`src/rtl/adc_test_word_gen.sv`:
```
module adc_test_word_gen #(
  parameter int PN_LONG_LEN  = 23,
  parameter int PN_LONG_TAP  = 18,
  parameter int PN_SHORT_LEN = 9,
  parameter int PN_SHORT_TAP = 5
) (
  input  logic        clk,
  input  logic        rst_n,
  input  logic        sample_en,
  input  logic [3:0]  mode,
  input  logic        wide,
  input  logic        twos_comp,
  input  logic [13:0] live_data,
  input  logic [13:0] user_a,
  input  logic [13:0] user_b,
  output logic [13:0] word_out
);
  localparam int W = 14;

  logic [3:0]              last_mode;
  logic                    phase;
  logic [PN_LONG_LEN-1:0]  pn_l, pn_l_nxt;
  logic [PN_SHORT_LEN-1:0] pn_s, pn_s_nxt;
  logic [W-1:0]            pn_l_word, pn_s_word;
  logic [W-1:0]            pat14, pat12, pat, flip, nxt;

  wire entering = (mode != last_mode);
  wire second   = !entering && phase;
  wire is_pn    = (mode == 4'd5) || (mode == 4'd6);
  wire fmt_ok   = (mode == 4'd1) || (mode == 4'd2) || (mode == 4'd3) || is_pn;

  always_comb begin
    pn_l_nxt = entering ? '1 : pn_l;
    pn_l_word = '0;
    for (int i = 0; i < W; i++) begin
      pn_l_word[W-1-i] = pn_l_nxt[PN_LONG_LEN-1];
      pn_l_nxt = {pn_l_nxt[PN_LONG_LEN-2:0],
                  pn_l_nxt[PN_LONG_LEN-1] ^ pn_l_nxt[PN_LONG_TAP-1]};
    end
  end

  always_comb begin
    pn_s_nxt = entering ? '1 : pn_s;
    pn_s_word = '0;
    for (int i = 0; i < W; i++) begin
      pn_s_word[W-1-i] = pn_s_nxt[PN_SHORT_LEN-1];
      pn_s_nxt = {pn_s_nxt[PN_SHORT_LEN-2:0],
                  pn_s_nxt[PN_SHORT_LEN-1] ^ pn_s_nxt[PN_SHORT_TAP-1]};
    end
  end

  always_comb begin
    pat14 = '0;
    pat12 = '0;
    unique case (mode)
      4'd1:  begin pat14 = 14'h2000; pat12 = 14'h0800; end
      4'd2:  begin pat14 = 14'h3FFF; pat12 = 14'h0FFF; end
      4'd4:  begin pat14 = second ? 14'h1555 : 14'h2AAA;
                   pat12 = second ? 14'h0555 : 14'h0AAA; end
      4'd7:  begin pat14 = second ? 14'h0000 : 14'h3FFF;
                   pat12 = second ? 14'h0000 : 14'h0FFF; end
      4'd8:  begin pat14 = second ? user_b : user_a;
                   pat12 = {2'b00, pat14[11:0]}; end
      4'd9:  begin pat14 = 14'h2AAA; pat12 = 14'h0AAA; end
      4'd10: begin pat14 = 14'h007F; pat12 = 14'h003F; end
      4'd11: begin pat14 = 14'h2000; pat12 = 14'h0800; end
      4'd12: begin pat14 = 14'h2867; pat12 = 14'h0A33; end
      default: ;
    endcase
  end

  assign pat  = (mode == 4'd5) ? pn_l_word :
                (mode == 4'd6) ? pn_s_word :
                wide ? pat14 : pat12;
  assign flip = (twos_comp && fmt_ok) ? ((wide || is_pn) ? 14'h2000 : 14'h0800) : '0;
  assign nxt  = (mode == 4'd0) ? live_data : (pat ^ flip);

  always_ff @(posedge clk) begin
    if (!rst_n) begin
      word_out  <= '0;
      last_mode <= '0;
      phase     <= 1'b0;
      pn_l      <= '1;
      pn_s      <= '1;
    end else if (sample_en) begin
      word_out  <= nxt;
      last_mode <= mode;
      phase     <= !second;
      if (mode == 4'd5) pn_l <= pn_l_nxt;
      if (mode == 4'd6) pn_s <= pn_s_nxt;
    end
  end


  pass_thru_chk: assert property (@(posedge clk) disable iff (!rst_n)
    sample_en && mode == 4'd0 |=> word_out == $past(live_data));


  hold_chk: assert property (@(posedge clk) disable iff (!rst_n)
    !sample_en |=> $stable(word_out));


  narrow_top_chk: assert property (@(posedge clk) disable iff (!rst_n)
    sample_en && !wide && mode != 4'd0 && !is_pn |=> word_out[13:12] == 2'b00);


  unused_code_chk: assert property (@(posedge clk) disable iff (!rst_n)
    sample_en && mode >= 4'd13 |=> word_out == '0);


  alt_restart_chk: assert property (@(posedge clk) disable iff (!rst_n)
    sample_en && wide && mode == 4'd7 && mode != last_mode |=> word_out == 14'h3FFF);
endmodule

```
`config.mk`:
```
export PLATFORM = sky130hd
export DESIGN_NAME = adc_test_word_gen
export DESIGN_NICKNAME = d
export VERILOG_FILES = /design/src/rtl/adc_test_word_gen.sv
export SDC_FILE = /design/constraint.sdc
export NUM_CORES = 1
export LEC_CHECK = 0
export BUFFER_PORTS_ARGS = -buffer_cell sky130_fd_sc_hd__buf_2
export CORE_MARGIN = 5
export CORE_UTILIZATION = 50
export CTS_CLUSTER_DIAMETER = 80
export DETAILED_ROUTE_END_ITERATION = 10
export PLACE_DENSITY = 0.79
export SLEW_MARGIN = 20
export SYNTH_ARGS = -nofsm -noshare
export SYNTH_HDL_FRONTEND = slang
export SYNTH_SLANG_ARGS = --single-unit
```
`constraint.sdc`:
```
create_clock -name clk -period 2.1 [get_ports clk]
set_clock_uncertainty 0.1 [all_clocks]
set_input_delay 0.21 -clock clk [delete_from_list [all_inputs] [get_ports clk]]
set_output_delay 0.21 -clock clk [all_outputs]
set_load 0.02 [all_outputs]
```
==> out/metrics.cfg <==
[finish]
fill_cells=565
syn2layout_area_growth_pct=19.6
final_cell_mix=buf_2 (64), dfxtp_1 (47), nand2_1 (45)
stdcell_area_um2=3950
antenna_cells=0
post-route-util_pct=61.9
drive_gt1_share_pct=26.7
fin_nets=526
final_common_cell=buf_2

[yosys]
synth_top_family_by_area=compound AO/OA/AOI/OAI gates
synth_top_cell_by_area=dfxtp_1
synth_fa_ha_area_share_pct=0
synth_area_leaders=dfxtp_1 (31%), o21ai_0 (6.5%), xnor2_1 (5.8%), nand2_1 (5.1%), mux2i_1 (4.8%)
synthXorXnorAreaFrac_pct=9.51
synth_seq_area_share_pct=30.9
synth_top_area_share_pct=30.9
ys_ff_latch=51
async_reset_ff_share_pct=0
synth-edff-count=0
ys.flop_type=dfxtp_1
synth_compound_area_share_pct=26.7
avgSynthCellArea_um2=8.06
muxShareOfSynthArea_pct=4.85
post_synth_and_or_nand_nor_area_fraction_pct=21.8
synthDistinctLibCells=57
syn-num-nets=461
yosysWarnings=0
syn_area_um2=3300
syn_inst=410

[critical_path]
cp.required_ns=2.26
cp_cell_sequence=xnor2_2, and4_4, buf_4, a31oi_1, or3b_1, o211ai_1, o221ai_1, a21boi_1
critical_path_buf_inv_count=1
crit_family=simple AND/OR/NAND/NOR gates
rrSetupSlack_ns=0.08
r2r-end=word_out[3]
worst_path_max_delay_cell=or3b_1
crit_type=flop to flop
crit_arrival_ns=2.17
worstSetupStartpointType=flop
path_max_fanout=4
endpoint_kind=flop
ff2ff_path_depth=8
max_stage_delay_ns=0.38
timing.rr.start=last_mode[2]

[clock_network]
insertion_delay_ns=0.32
cts_tree=built
ctsHoldBuffers=0
path_clk_slew_ns=0.11
clock-sinks=51
cts_max_path_buffers=2
cts_made_buffers=5
h-tree-depth=2
root_buffer=clkbuf_8
postCtsSetupBuffers=0

[route]
wl_mm=9.66
via_count=3451
avgViaCountPerCell=6.24
dr.pass1.iters=7
drt_iter0_drc=403
antenna_left=0
drcViolationCount=0
routedWlPerCell_um=17.5

[place]
port_buffers=64
gp_congestion=0.926
post_dp_cell_area_um2=3810
dp.final_hpwl_mm=7.24

[min_path]
holdPathEnd=word_out[6]
min_path_type=input port to flop
hold_start=live_data[6]
hold-path-cell-count=3

[status]
status=finished, final reports clean

[sta]
fin_crit_sh_pct=96.2
worst_pin_slew_ns=0.636
slew_headroom_pct=57.6
max_freq_mhz=495
slew_viol_final=0
fin_crit_ns=2.02
holdWs_ns=0.0458
setup_viol=0
hold_viol=0
rsz0062_at_grt=no

[die]
std_cell_rows=29
fp.dieW_um=91.3
core_area_um2=6390
die-area_um2=8330
die_h_um=91.3
start_util_pct=51.7
ioPinCount=65

[global_route]
antenna_found_initial=0
grt_pass1_wl_mm=15.8
grt_pass1_vias=3233
grt_max_degree=42
grt_usage_pct=22.8
grt-ovfl-total=0

[flow_run]
max-cap-violations=0

[power]
cellLeakagePower_uw=0.00168
peakVddDrop_v=0.000348
powerDensity_nw_per_um2=532

layout make-up:
class	count	area (um2)	share of cell area (%)
tap	77	96.3	2.44
timing repair buffer	99	608	15.4
multi-input combinational	317	2120	53.7
sequential	51	1030	26.0
clock buffer	5	68.8	1.74
inverter	1	3.75	0.0950
clock inverter	3	27.5	0.697
Yosys cell counts, types with 11 or more instances:
master    count
o221ai_1     12
nor3_1       18
xnor2_1      22
o311ai_0     15
nand2_1      45
nand2b_1     11
dfxtp_1      51
clkbuf_1     22
xor2_1       12
o21ai_0      43
mux2i_1      16
nor2_1       21
cells by family after synthesis:
| logic type | Yosys count |
|---|---|
| flops | 51 |
| simple gates | 137 |
| compound gates | 129 |
| mux | 16 |
| xor+xnor | 35 |
| buf+inv | 42 |
worst min-delay path: cells and delay by family:
family,cells,cell delay [ns]
buf+inv,1,0.09
simple gates,1,0.05
compound gates,1,0.07
routing by layer:
layer,vias up,track usage (%),wire length [um]
met5,-,0,0
met4,0,7.21,204
met3,27,4.46,928
met2,198,38.3,4560
met1,1589,29.5,3970
li1,1637,-,-
metrics by stage:
step           instances  TNS (ns)  setup WS (ns)  power [uW]
6_report             553         0         0.0805        2100
4_1_cts              554         0        0.00921        2100
3_5_place_dp         546   -0.0931        -0.0931        1480
2_1_floorplan        410         0          0.149        1310
3_3_place_gp         546   -0.0310        -0.0310        1470
5_1_grt              553         0         0.0160        2190
where the power goes:
part | internal, uW | switching, uW | total, uW | leakage [uW]
sequential | 1000 | 25.3 | 1030 | 0.000418
combinational | 202 | 253 | 454 | 0.00122
clock | 246 | 375 | 620 | 0.0000463
total | 1450 | 653 | 2100 | 0.00168
state kept, by name, indices dropped and copies added, names as in the netlist:
| signal | cells |
|---|---|
| last_mode | 4 |
| phase | 1 |
| pn_l | 23 |
| pn_s | 9 |
| word_out | 14 |
worst max path at each step:
stage	from	endpoint	slack, ns	cells past startpoint
floorplan	last_mode[0]	word_out[4]	0.15	10
global placement	mode[0]	word_out[13]	-0.03	9
detailed placement	mode[2]	word_out[13]	-0.09	9
CTS	last_mode[3]	word_out[13]	0.009	8
global route	last_mode[2]	word_out[3]	0.02	8
finish	last_mode[2]	word_out[3]	0.08	8
repair_timing:
| action | 4_1_cts | 5_1_grt |
|---|---|---|
| hold endpoints to repair | 0 | 0 |
| endpoints found under the setup margin | 1 | 12 |
| pin swaps | 0 | 8 |
| resized for setup | 3 | 9 |
No activity file was read; power rests on OpenSTA's default activity.
